<file path="config.mk">
export PLATFORM = sky130hd
export DESIGN_NAME = fpc_cond_eval
export DESIGN_NICKNAME = d
export VERILOG_FILES = /design/src/rtl/fpc_pkg.sv /design/src/rtl/fpc_pred_ctrl.sv /design/src/rtl/fpc_pred_datapath.sv /design/src/rtl/fpc_cond_eval.sv
export SDC_FILE = /design/constraint.sdc
export NUM_CORES = 1
export LEC_CHECK = 0
export ABC_AREA = 1
export BUFFER_PORTS_ARGS = -buffer_cell sky130_fd_sc_hd__buf_4
export CORE_MARGIN = 10
export CORE_UTILIZATION = 39
export DETAILED_ROUTE_END_ITERATION = 10
export GPL_ROUTABILITY_DRIVEN = 0
export PLACE_DENSITY = 0.71
export SETUP_SLACK_MARGIN = 0.15
export SLEW_MARGIN = 25
export SYNTH_ARGS = -nofsm -noshare
export SYNTH_HDL_FRONTEND = slang
export SYNTH_SLANG_ARGS = --single-unit
</file>
<file path="constraint.sdc">
create_clock -name clk -period 0.8 [get_ports clk]
set_input_delay 0.16 -clock clk [delete_from_list [all_inputs] [get_ports clk]]
set_output_delay 0.16 -clock clk [all_outputs]
set_load 0.05 [all_outputs]
</file>
<file path="src/rtl/fpc_pkg.sv">
package fpc_pkg;
  typedef enum logic [2:0] {
    BASE_FALSE   = 3'd0,
    BASE_EQ      = 3'd1,
    BASE_GT      = 3'd2,
    BASE_GE      = 3'd3,
    BASE_LT      = 3'd4,
    BASE_LE      = 3'd5,
    BASE_GL      = 3'd6,
    BASE_ORDERED = 3'd7
  } baseRel_e;

  typedef struct packed {
    logic     load;
    logic     illegal;
    logic     signaling;
    logic     negate;
    baseRel_e baseCode;
  } evalStrobes_t;
endpackage

</file>
<file path="src/rtl/fpc_pred_ctrl.sv">
module fpc_pred_ctrl
  import fpc_pkg::*;
#(
  parameter int PRED_W = 6
) (
  input  logic              evalValid,
  input  logic [PRED_W-1:0] predCode,
  output evalStrobes_t      strobes
);
  localparam int SIG_POS = 4;
  localparam int NEG_POS = 3;
  localparam int LEGAL_W = 5;

  logic outOfRange;
  logic [2:0] lowBits;

  assign outOfRange = |predCode[PRED_W-1:LEGAL_W];
  // folding the negated half: low four bits XOR 0xF clears bit 3 and flips 2:0
  assign lowBits = predCode[NEG_POS] ? ~predCode[2:0] : predCode[2:0];

  always_comb begin
    strobes.load      = evalValid;
    strobes.illegal   = outOfRange;
    strobes.signaling = predCode[SIG_POS];
    strobes.negate    = predCode[NEG_POS];
    strobes.baseCode  = baseRel_e'(lowBits);
  end
endmodule

</file>
<file path="src/rtl/fpc_pred_datapath.sv">
module fpc_pred_datapath
  import fpc_pkg::*;
#(
  parameter int DATA_W   = 32,
  parameter int CC_LSB   = 24,
  parameter int EXC_LSB  = 8,
  parameter int EXC_W    = 8,
  parameter int BSUN_POS = 7
) (
  input  logic              clk,
  input  logic              rstN,
  input  evalStrobes_t      strobes,
  input  logic [DATA_W-1:0] statusIn,
  input  logic [EXC_W-1:0]  trapEnable,
  output logic              resultValid,
  output logic              condTrue,
  output logic              illegalPred,
  output logic              trapReq,
  output logic [DATA_W-1:0] statusOut
);
  localparam int NAN_POS  = CC_LSB;
  localparam int ZERO_POS = CC_LSB + 2;
  localparam int NEG_POS  = CC_LSB + 3;

  logic ccNan, ccZero, ccNeg;
  logic baseTrue, finalTrue, bsunRaise;
  logic [EXC_W-1:0] newExc;
  logic [DATA_W-1:0] newStatus;

  assign ccNan  = statusIn[NAN_POS];
  assign ccZero = statusIn[ZERO_POS];
  assign ccNeg  = statusIn[NEG_POS];

  always_comb begin
    unique case (strobes.baseCode)
      BASE_FALSE:   baseTrue = 1'b0;
      BASE_EQ:      baseTrue = ccZero;
      BASE_GT:      baseTrue = ~(ccNan | ccZero | ccNeg);
      BASE_GE:      baseTrue = ccZero | ~(ccNan | ccNeg);
      BASE_LT:      baseTrue = ccNeg & ~ccNan & ~ccZero;
      BASE_LE:      baseTrue = ccZero | (ccNeg & ~ccNan);
      BASE_GL:      baseTrue = ~(ccNan | ccZero);
      BASE_ORDERED: baseTrue = ~ccNan;
      default:      baseTrue = 1'b0;
    endcase
  end

  assign finalTrue = baseTrue ^ strobes.negate;
  assign bsunRaise = strobes.signaling & ccNan;

  for (genvar b = 0; b < EXC_W; b++) begin : g_exc
    if (b == BSUN_POS) begin : g_bsun
      assign newExc[b] = bsunRaise;
    end else begin : g_clr
      assign newExc[b] = 1'b0;
    end
  end

  always_comb begin
    newStatus = statusIn;
    newStatus[EXC_LSB +: EXC_W] = newExc;
  end

  always_ff @(posedge clk or negedge rstN) begin
    if (!rstN) begin
      resultValid <= 1'b0;
      condTrue    <= 1'b0;
      illegalPred <= 1'b0;
      trapReq     <= 1'b0;
      statusOut   <= '0;
    end else begin
      resultValid <= strobes.load;
      if (strobes.load) begin
        illegalPred <= strobes.illegal;
        if (strobes.illegal) begin
          condTrue  <= 1'b0;
          trapReq   <= 1'b0;
          statusOut <= statusIn;
        end else begin
          condTrue  <= finalTrue;
          trapReq   <= |(newExc & trapEnable);
          statusOut <= newStatus;
        end
      end
    end
  end
endmodule

</file>
<file path="src/rtl/fpc_cond_eval.sv">
module fpc_cond_eval
  import fpc_pkg::*;
#(
  parameter int PRED_W   = 6,
  parameter int DATA_W   = 32,
  parameter int CC_LSB   = 24,
  parameter int EXC_LSB  = 8,
  parameter int EXC_W    = 8,
  parameter int BSUN_POS = 7
) (
  input  logic              clk,
  input  logic              rstN,
  input  logic              evalValid,
  input  logic [PRED_W-1:0] predCode,
  input  logic [DATA_W-1:0] statusIn,
  input  logic [EXC_W-1:0]  trapEnable,
  output logic              resultValid,
  output logic              condTrue,
  output logic              illegalPred,
  output logic              trapReq,
  output logic [DATA_W-1:0] statusOut
);
  evalStrobes_t strobes;

  fpc_pred_ctrl #(.PRED_W(PRED_W)) u_ctrl (
    .evalValid (evalValid),
    .predCode  (predCode),
    .strobes   (strobes)
  );

  fpc_pred_datapath #(
    .DATA_W(DATA_W), .CC_LSB(CC_LSB), .EXC_LSB(EXC_LSB),
    .EXC_W(EXC_W), .BSUN_POS(BSUN_POS)
  ) u_dp (
    .clk         (clk),
    .rstN        (rstN),
    .strobes     (strobes),
    .statusIn    (statusIn),
    .trapEnable  (trapEnable),
    .resultValid (resultValid),
    .condTrue    (condTrue),
    .illegalPred (illegalPred),
    .trapReq     (trapReq),
    .statusOut   (statusOut)
  );
endmodule

</file>
Word level (Yosys, flattened, before mapping):

Cells that the tools add are included.

* $add $sub $neg: 0
* $mul: 0
* divide/modulo/power cells: 0
* $lt $le $gt $ge: 0
* equality and inequality tests: 7
* shift-type cells: 0
* muxes and demuxes: 5
* bitwise logic cells: 16
* reduce and logical (&&, ||, !) cells: 2

Operators by type and width (count)
* 16-bit 2-to-1 mux: 1
* 3-bit equality test, second input constant: 4
* 8-bit AND: 1
* 1-bit one-hot mux with 8 select lines: 1
* 8-bit OR reduction: 1
* 3-bit by 2-bit equality test with 1-bit output, second input constant: 2
* 1-bit inverter: 5
* 1-bit OR: 5
* 1-bit AND: 3
* 3-bit by 1-bit equality test with 1-bit output, second input constant: 1
* 3-bit logical NOT: 1
* 3-bit 2-to-1 mux: 1
* 3-bit inverter: 1
* 1-bit 2-to-1 mux: 2
* 1-bit XOR: 1

* flip-flop bits (word level): 36
* bits in latches: 0
* RAM bits: 0
* ROM bits: 0
* bits of input ports: 49
* output and inout bits: 36
* logic and storage cells: 35
* memories: 0

Depth between registers and ports, before layout:

Gate-level depths: netlist of the first run.

* depth after elaboration: 6
* gate-level depth with buffers: 7
* depth with buffers taken out: 7

Hierarchy:

A second synthesis of the first run with hierarchy kept.

* cells, all modules: 179
* area total of the unflattened synthesis: 1521.5 µm²

Modules (own cells, without submodules)
* fpc_pred_datapath: times used 1, cells an instance 162, area each 1442.6 µm², seq. area each 900.9 µm²
* fpc_pred_ctrl: times used 1, cells an instance 17, area each 78.8 µm², seq. area each 0.0 µm²

Least setup slack after synthesis of the first run:

Ideal clock, no wire load.

* kind: register to register
* start: register, netlist name u_dp.statusOut[15]
* end: register u_dp.statusOut[15]
* library setup time: 125 ps
* data arrival time: 739 ps
* path slack: -64 ps
* cell stages (with the launch flop): 3
* buffers on the path: 0
* period minus slack after synthesis: 864 ps
* cell sequence: dfrtp_1 -> nand2_1 -> nand3_1

RTL lines
* end signal, assigned: line fpc_pred_datapath.sv:78 `statusOut <= statusIn;`
* end signal, assigned: line fpc_pred_datapath.sv:82 `statusOut <= newStatus;`
* end, declared: line fpc_pred_datapath.sv:19 `output logic [DATA_W-1:0] statusOut`

Worst setup path after layout of the first run:

* start: register u_dp.statusOut[4]
* end: output statusOut[4]

RTL lines
* end, declared: line fpc_cond_eval.sv:21 `output logic [DATA_W-1:0] statusOut`

No word-level cell between the ends.

==> results.ini, run 1 <==
[critical_path]
cp.arrival_ps = 860
critical_path_class = reg -> out
worstSetupStartpointType = register
slowest_stage = dfrtp_2
critical_path_buf_inv_count = 1
path_max_fanout = 2
cpPeakStageDelay_ps = 420
worstPathCellList = buf_6
cp.required_ps = 640
critical-path-top-delay-family = flip-flops
critPathCaptureType = output pin

[timing]
period_needed_ps = 1020
slew_violations = 0
relSlewSlack_pct = 86.9
hold_viol = 0
fmaxAchievable_mhz = 978
tns_ps = -7390
skew_ps = 0
fin_ws_ps = -222
timing.hold.ws_ps = 70.9
setup_viol = 36
rsz0062_at_grt = true
worst_slew_pin_slew_ps = 197
finalCritPeriodShare_pct = 128

[drt]
detail-route-antenna-nets = 0
drt-total-wl_um = 3940
vias_per_cell = 4.42
drtIter0Drc = 49
via_count = 1327
wire_per_inst_um = 13.1
drc_errors = 0
firstDrtPassIters = 4

[die]
initial_core_util_pct = 40.3
die_h_um = 81.5
io_pins = 85
core_um2 = 3660
die_w_um = 81.5
dieArea_um2 = 6640
row_count = 22

[cts]
clk_latency_ps = 280
cts_tree = yes
cts.sinks = 36
path_clk_slew_ps = 70
numCtsBuffers = 5
cts-root-buf = clkbuf_8
cts_max_level = 2
cts_buffer_depth = 2

[grt]
grt_use_met2_pct = 18.2
grt-busiest-layer = met2
antenna_found_initial = 0
grtUsageTotal_pct = 11.8
grt_max_degree = 37
grt-ovfl-total = 0
grt_pass1_wl_um = 6140
grt_pass1_vias = 1322
grt_use_met1_pct = 14.0
use_met3_pct = 5.68

[finish]
final.fill_count = 320
final_cell_mix = nand2_1 (84), buf_4 (46), buf_6 (36), dfrtp_2 (36), nand3_1 (11)
final_common_cell = nand2_1
fin_area_um2 = 2460
diodes = 0
drive_gt1_share_pct = 55.6
area_growth_pct = 66.9
nets = 300

[pwr]
p_leak_uw = 0.00128
p_per_area_nw_per_um2 = 2070
ir_worst_vdd_uv = 1420
total_power_uw = 5100

[status]
violations = setup timing
status = complete, but fails checks

[logic_synthesis]
synth_nets = 215
synth_seq_area_share_pct = 61.1
ys_types = 16
yosysTopAreaCell = dfrtp_1
syn-cell-area_um2 = 1480
syn_area_per_cell_um2 = 8.89
yosysTopAreaCellShare_pct = 61.1
synth_seq_cells = 36
yosysWarnings = 0
synth.area.top_cells = dfrtp_1 (61%), nand2_1 (23%), nand3_1 (3.7%)
netlist_instances = 166

[min_path]
hp-class = in -> reg

[placed_design]
hpwlAfterDp_um = 2990
place_area_um2 = 2180
place_worst_setup_slack_ps = -12.9
io_buffers = 77

[job]
drv_cap = 0

-- registers in the layout, summed over array words and instances, names as in the netlist --
name,cells
u_dp.statusOut,32
u_dp.condTrue,1
u_dp.illegalPred,1
u_dp.trapReq,1
u_dp.resultValid,1
-- routing by layer --
layer | wire length (um) | vias to the layer above | share of wire (%)
met1 | 1600 | 597 | 41
met4 | 47 | 0 | 1.2
met2 | 1880 | 48 | 48
met5 | 0 | - | 0
met3 | 408 | 6 | 10
li1 | - | 676 | -
-- logic make-up after synthesis --
family / after synthesis / share of synthesized area (%)
simple gates: 110 / 30.6
flops: 36 / 61.1
buf+inv: 13 / 5.94
compound gates: 7 / 2.37
-- report_power, final --
part / switching, uW / internal [uW] / total [uW]
Clock: 629 / 924 / 1550
Sequential: 109 / 2000 / 2110
Combinational: 877 / 563 / 1440
Total: 1620 / 3490 / 5100
-- final timing paths --
path | from | to | slack, ps | cells after the start
worst max-delay path | u_dp.statusOut[4] | statusOut[4] | -220 | 1
worst min-delay path | statusIn[1] | u_dp.statusOut[1] | 70 | 3
worst max register to register | u_dp.statusOut[27] | u_dp.statusOut[27] | 70 | 3
worst min register to register | u_dp.statusOut[31] | u_dp.statusOut[31] | 480 | 2
max in group asynchronous | rstN | u_dp.statusOut[23] | 240 | 3
min in group asynchronous | rstN | u_dp.statusOut[29] | 360 | 3
-- stage by stage --
step	std cells	util, %
after floorplan	166	-
after global placement	290	59.7
after detailed placement	290	59.7
after CTS	299	66.6
after global routing	300	67.3
final	300	67.3
-- repair_timing --
item	4_1_cts	5_1_grt
pin swaps	0	5
buffers inserted	0	1
hold endpoints to repair	36	0
resized for setup	36	7
hold buffers	1	0
gates cloned	0	0
setup endpoints to repair	36	53
-- cells in the mapped netlist --
master and instances:
nand2_1 91, dfrtp_1 36, nand3_1 11, nor2_1 5
o21ai_1 5, buf_2 3, buf_6 3, inv_1 3
buf_4 2, a21oi_1 1, inv_2 1, inv_6 1
nand2_2 1, nand3_2 1, nor2_8 1, o21ai_0 1
-- layout make-up --
type / count / area, um^2 / share of cell area, %
sequential: 36 / 946 / 38.4
clock inverter: 2 / 35.0 / 1.42
clock buffer: 6 / 72.6 / 2.95
timing repair buffer: 86 / 821 / 33.3
inverter: 5 / 23.8 / 0.965
tap: 48 / 60.1 / 2.44
multi-input combinational: 117 / 504 / 20.5
Note: power is estimated with default switching activity, not from simulation.
==> run 2, diff against run 1 <==
--- a/config.mk
+++ b/config.mk
@@ -16,4 +16,5 @@
 export SLEW_MARGIN = 25
 export SYNTH_ARGS = -nofsm -noshare
 export SYNTH_HDL_FRONTEND = slang
+export SYNTH_HIERARCHICAL = 1
 export SYNTH_SLANG_ARGS = --single-unit
==> constraint.sdc (replaced) <==
create_clock -name clk -period 0.85 [get_ports clk]
set_input_delay 0.17 -clock clk [delete_from_list [all_inputs] [get_ports clk]]
set_output_delay 0.17 -clock clk [all_outputs]
set_load 0.05 [all_outputs]
==> run 2 against run 1 <==
The run ends with hold timing, setup timing left. Clock skew did not move. Via count rose by 2.8%. Combinational power fell by 3%. Critical path depth did not move. Global-route usage rose by 0.72 points. Worst setup slack improved by 49 ps.
==> results.ini, run 2 <==
[status]
status = complete, but fails checks
violations = hold timing, setup timing

[finish]
final.fill_count = 312  ; -2.5%
drive_gt1_share_pct = 55.0  ; -0.52 points
area_growth_pct = 63.9
fin_cells = 306  ; +2.0%
final_common_cell = nand2_1
final_util_pct = 67.1  ; -0.15 points
diodes = 0  ; unchanged
largest_reg_flops = 32  ; unchanged
nets = 307  ; +2.3%
regMostFlops = u_dp/statusOut
final_cell_mix = nand2_1 (93), buf_4 (43), buf_6 (37)

[grt]
grt_pass1_vias = 1365  ; +3.3%
grt_use_met2_pct = 20.5  ; +2.3 points
grt-busiest-layer = met2
antenna_found_initial = 0  ; unchanged
grt-ovfl-total = 0  ; unchanged
grt_use_met1_pct = 14.1  ; +0.16 points
use_met3_pct = 4.10  ; -1.6 points
grt_max_degree = 37  ; unchanged
grtUsageTotal_pct = 12.5  ; +0.72 points
grt_pass1_wl_um = 6540  ; +6.5%

[critical_path]
path_max_fanout = 2  ; unchanged
cp.arrival_ps = 850  ; about the same
worstSetupStartpointType = register
critical_path_class = reg -> out
critical_path_buf_inv_count = 1  ; unchanged
cpPeakStageDelay_ps = 420  ; about the same
slowest_stage = dfrtp_2
worstPathCellList = buf_6
critical-path-top-delay-family = flip-flops
cp.required_ps = 680  ; +40 ps
critPathCaptureType = output pin

[logic_synthesis]
synth_seq_area_share_pct = 59.2  ; -1.9 points
syn-cell-area_um2 = 1520  ; +3.1%
yosysMostFrequentCell = nand2_1
yosysTopAreaCell = dfrtp_1
synth_seq_cells = 36  ; unchanged
synth_common_cells = nand2_1 (101), dfrtp_1 (36), nand3_1 (13), inv_1 (7), buf_4 (6)
synth_nets = 228  ; +6.0%
syn_area_per_cell_um2 = 8.50  ; -4.4%
synth.area.top_cells = dfrtp_1 (59%), nand2_1 (25%), nand3_1 (4.3%)
ys_types = 15  ; -1
yosysWarnings = 6  ; +6
synthArstFlopShare_pct = 100  ; unchanged
yosys_most_used_dff = dfrtp_1
netlist_instances = 179  ; +7.8%
synth-edff-count = 0  ; unchanged
yosysTopAreaCellShare_pct = 59.2  ; -1.9 points

[die]
io_pins = 85  ; unchanged
row_count = 22  ; unchanged
core_um2 = 3720  ; +1.5%
dieArea_um2 = 6800  ; +2.4%
initial_core_util_pct = 40.9  ; +0.65 points
die_w_um = 82.5  ; +1.2%
die_h_um = 82.5  ; +1.2%

[pwr]
p_comb_share_pct = 29.8  ; +1.6 points
p_leak_uw = 0.00130  ; +1.9%
power.share.switching_pct = 32.4  ; +0.79 points
pwr-share-clk_pct = 27.5  ; -2.9 points
seq_power_share_pct = 42.7  ; +1.3 points
p_per_area_nw_per_um2 = 1860  ; -10%
power_switching_uw = 1510  ; -6.6%
intPower_uw = 3140  ; -9.9%
ir_worst_vdd_uv = 875  ; -38%

[timing]
worst_slew_pin_slew_ps = 448  ; +251 ps
finalCritPeriodShare_pct = 120
fmaxAchievable_mhz = 977
period_needed_ps = 1020
timing.hold.ws_ps = -171  ; -242 ps
rsz0062_at_grt = true
fin_ws_ps = -173  ; +48.9 ps
slew_violations = 0  ; unchanged
hold_viol = 36  ; +36
skew_ps = 0  ; unchanged
relSlewSlack_pct = 70.1  ; -17 points
setup_viol = 36  ; unchanged

[cts]
cts_setup_buffers = 0  ; unchanged
cts_max_level = 2  ; unchanged
cts_tree = yes
clk_latency_ps = 280  ; about the same
cts-root-buf = clkbuf_8
cts.sinks = 36  ; unchanged
path_clk_slew_ps = 70  ; about the same
numCtsBuffers = 5  ; unchanged
cts_buffer_depth = 2  ; unchanged

[drt]
wire_per_inst_um = 14.0  ; +6.3%
drc_errors = 0  ; unchanged
drt-total-wl_um = 4270  ; +8.4%
via_count = 1364  ; +2.8%
drtIter0Drc = 52  ; +6.1%
detail-route-antenna-nets = 0  ; unchanged
vias_per_cell = 4.46  ; +0.77%
firstDrtPassIters = 4  ; unchanged

[placed_design]
dp_cells = 299  ; +3.1%
hpwlAfterDp_um = 3220  ; +7.5%
io_buffers = 77  ; unchanged

[min_path]
hp-class = in -> async

[job]
drv_cap = 0  ; unchanged

## run 2: kinds of logic (layout without fill, tap and decap cells)
family	after synthesis	in the layout	synth area share (%)
simple gates	119	119	31.3
compound gates	3	3	0.987
flops	36	36	59.2
buf+inv	21	100	8.55
## run 2: path summary, 6_finish.rpt
path / start / slack (ps) / cells after the start / endpoint
min: rstN / -170 / 1 / u_dp/statusOut[25]
max in group asynchronous: rstN / 670 / 1 / u_dp/statusOut[27]
max: u_dp/statusOut[29] / -170 / 1 / statusOut[29]
max reg2reg: u_dp/statusOut[15] / 190 / 2 / u_dp/statusOut[15]
min reg2reg: u_dp/statusOut[14] / 490 / 2 / u_dp/statusOut[14]
min in group clk: statusIn[30] / 80 / 3 / u_dp/statusOut[30]
## run 2: final cells by class
class / instances / area (um^2) / share of cell area [%]
clock buffer: 7 / 96.3 / 3.86
inverter: 9 / 61.3 / 2.46
multi-input combinational: 122 / 515 / 20.7
sequential: 36 / 946 / 37.9
tap: 48 / 60.1 / 2.41
timing repair buffer: 84 / 815 / 32.7
## run 2: per-layer routing
layer,share of wire [%],wire [um]
met1,41,1750
met2,48,2050
met3,9.2,391
met4,1.8,78
met5,0,0
## run 2: stage by stage
stage	hold WS, ps	setup TNS [ps]	power, uW	area, um^2	setup WS, ps
floorplan	-126	0	2780	1620	56.3
global placement	152	-136	3260	2220	-134
detailed placement	156	-167	3270	2220	-147
CTS	-155	-6250	4690	2450	-187
global route	-135	-6680	4850	2490	-202
finish	-171	-5820	4650	2490	-173
## run 2: power groups by stage
stage	clock network [uW]	registers, uW	logic (uW)
after floorplan	0	2510	269
after global placement	0	1980	1280
after detailed placement	0	1990	1290
after CTS	1320	1990	1380
after global routing	1380	2000	1480
final	1280	1990	1390
## run 2: repair_timing
item | in CTS | in global routing
endpoints found under the hold margin | 36 | 36
gates resized for setup | 36 | 15
endpoints found under the setup margin | 36 | 38
pin swaps | 0 | 10
==> run 3, diff against run 2 <==
--- a/config.mk
+++ b/config.mk
@@ -7,11 +7,11 @@
 export LEC_CHECK = 0
 export ABC_AREA = 1
 export BUFFER_PORTS_ARGS = -buffer_cell sky130_fd_sc_hd__buf_4
-export CORE_MARGIN = 10
-export CORE_UTILIZATION = 39
+export CORE_MARGIN = 1
+export CORE_UTILIZATION = 40
 export DETAILED_ROUTE_END_ITERATION = 10
 export GPL_ROUTABILITY_DRIVEN = 0
-export PLACE_DENSITY = 0.71
+export PLACE_DENSITY = 0.69
 export SETUP_SLACK_MARGIN = 0.15
 export SLEW_MARGIN = 25
 export SYNTH_ARGS = -nofsm -noshare
==> constraint.sdc (replaced) <==
create_clock -name clk -period 1.2 [get_ports clk]
set_input_delay 0.24 -clock clk [delete_from_list [all_inputs] [get_ports clk]]
set_output_delay 0.24 -clock clk [all_outputs]
set_load 0.05 [all_outputs]
==> run 3 against run 2 <==
Sequential share of layout area is 1.7 points lower. Final cell count increased by 5.9%. Largest cell class is now buffers. Critical endpoint is now illegalPred. Wire length down 16%. The flow now finishes without violations. Critical path type unchanged. Utilization grew 0.80 points. Hold slack better by 330 ps. Global-route usage is 6.7 points higher.
==> results.ini, run 3 (synthesis results as in run 2) <==
[drt]
via_count = 1471  ; +7.8%
drt-total-wl_um = 3600  ; -16%
wire_per_inst_um = 11.1  ; -20%
drtIter0Drc = 56  ; +7.7%
vias_per_cell = 4.54  ; +1.9%
detail-route-antenna-nets = 0  ; unchanged
drc_errors = 0  ; unchanged
firstDrtPassIters = 4  ; unchanged

[min_path]
hp-start = statusIn[1]
min_path_cells = 3
hold_end = u_dp/statusOut[1]
hp-class = in -> reg

[critical_path]
r2r-end = u_dp/trapReq
critPathCaptureType = output pin
cp.arrival_ps = 850  ; about the same
worst-r2r-setup-slack_ps = 340  ; +150 ps
path_max_fanout = 2  ; unchanged
worstSetupStartpointType = register
critical_path_class = reg -> out
cpPeakStageDelay_ps = 410  ; about the same
critical-path-top-delay-family = flip-flops
critical_path_buf_inv_count = 1  ; unchanged
cp.required_ps = 960  ; +280 ps
regToRegStartpoint = u_dp/trapReq
slowest_stage = dfrtp_1
r2r_cells = 4  ; +2
worstPathCellList = buf_6

[die]
core_um2 = 3660  ; -1.5%
io_pins = 85  ; unchanged
row_count = 22  ; unchanged
dieArea_um2 = 4050  ; -40%
die_h_um = 63.7  ; -23%
initial_core_util_pct = 41.6  ; +0.62 points
die_w_um = 63.7  ; -23%

[timing]
relSlewSlack_pct = 70.8  ; +0.65 points
finalCritPeriodShare_pct = 90.7
fin_ws_ps = 112  ; +285 ps
tns_ps = 0  ; +5820 ps
timing.hold.ws_ps = 157  ; +328 ps
slew_violations = 0  ; unchanged
setup_viol = 0  ; -100%
skew_ps = 0  ; unchanged
hold_viol = 0  ; -100%
fmaxAchievable_mhz = 919
period_needed_ps = 1090
rsz0062_at_grt = true
worst_slew_pin_slew_ps = 438  ; -9.74 ps

[cts]
clk_latency_ps = 280  ; about the same
cts_max_level = 2  ; unchanged
path_clk_slew_ps = 60  ; about the same
numCtsBuffers = 5  ; unchanged
cts_tree = yes
cts_buffer_depth = 2  ; unchanged
cts-root-buf = clkbuf_8
cts.sinks = 36  ; unchanged

[finish]
area.sequential_um2 = 901  ; -4.8%
final.fill_count = 338  ; +8.3%
final_common_cell = nand2_1
largest_reg_flops = 32  ; unchanged
final_cell_mix = nand2_1 (101), buf_4 (63), buf_6 (36), dfrtp_1 (36), nand3_1 (13)
regMostFlops = u_dp/statusOut
drive_gt1_share_pct = 39.5  ; -16 points
nets = 324  ; +5.5%
multi_input_area_um2 = 490  ; -4.9%
area_growth_pct = 63.4
diodes = 0  ; unchanged
fin_cells = 324  ; +5.9%

[grt]
antenna_found_initial = 0  ; unchanged
grtUsageTotal_pct = 19.2  ; +6.7 points
grt-ovfl-total = 0  ; unchanged
grt_pass1_wl_um = 5900  ; -9.8%
grt_pass1_vias = 1322  ; -3.2%
grt_max_degree = 37  ; unchanged

[pwr]
p_per_area_nw_per_um2 = 1310  ; -30%
power.share.switching_pct = 32.3  ; -0.17 points
intPower_uw = 2200  ; -30%
pwr-share-clk_pct = 26.1  ; -1.4 points
p_comb_share_pct = 31.0  ; +1.2 points
seq_power_share_pct = 42.8  ; about the same
p_leak_uw = 0.00141  ; +8.1%
power_switching_uw = 1050  ; -30%
ir_worst_vdd_uv = 663  ; -24%

[placed_design]
dp_cells = 295  ; -1.3%
io_buffers = 77  ; unchanged
place_worst_setup_slack_ps = 108  ; +255 ps
hpwlAfterDp_um = 2390  ; -26%

[status]
status = finished, final reports clean

[job]
drv_cap = 0  ; unchanged

==> run 3: power groups by stage <==
stage	logic, uW	clock network [uW]	registers [uW]
3_3_place_gp	858	0	1390
3_5_place_dp	868	0	1390
6_report	1010	850	1390
2_1_floorplan	173	0	1760
4_1_cts	959	882	1390
5_1_grt	1070	955	1400
==> run 3: what timing repair did <==
item                                   CTS  global route
setup buffers                            6            14
setup endpoints to repair               36            36
endpoints found under the hold margin   36             0
gates resized for setup                 36             0
hold buffers                             1             0
==> run 3: through the flow <==
| step | power [uW] | cell area (um^2) | utilization, % |
|---|---|---|---|
| global route | 3430 | 2490 | 67.9 |
| detailed placement | 2260 | 2100 | 57.4 |
| floorplan | 1930 | 1520 | - |
| CTS | 3230 | 2380 | 65.0 |
| global placement | 2250 | 2100 | 57.4 |
| finish | 3250 | 2490 | 67.9 |
==> run 3: worst max-delay path by stage <==
stage                     start                to  slack (ps)  cells past startpoint
3_3_place_gp        predCode[3]     u_dp/condTrue         140                      9
4_1_cts        u_dp/illegalPred       illegalPred         100                      1
2_1_floorplan         evalValid  u_dp/illegalPred         290                      5
5_1_grt        u_dp/illegalPred       illegalPred          70                      1
3_5_place_dp        predCode[3]     u_dp/condTrue         110                      9
6_report       u_dp/illegalPred       illegalPred         110                      1
==> run 3: layout make-up <==
| cell class | instances | area share (%) |
|---|---|---|
| Timing Repair Buffer | 101 | 36.5 |
| Multi-Input combinational cell | 122 | 19.7 |
| Clock buffer | 8 | 3.62 |
| Sequential cell | 36 | 36.2 |
| Tap cell | 48 | 2.42 |
| Inverter | 9 | 1.46 |
==> run 3: routing by layer <==
metal | global-route usage (%) | share of wire [%]
met4 | 5.97 | 1.2
met1 | 23.6 | 44
met5 | 0 | 0
met2 | 31.1 | 49
met3 | 6.88 | 6.5
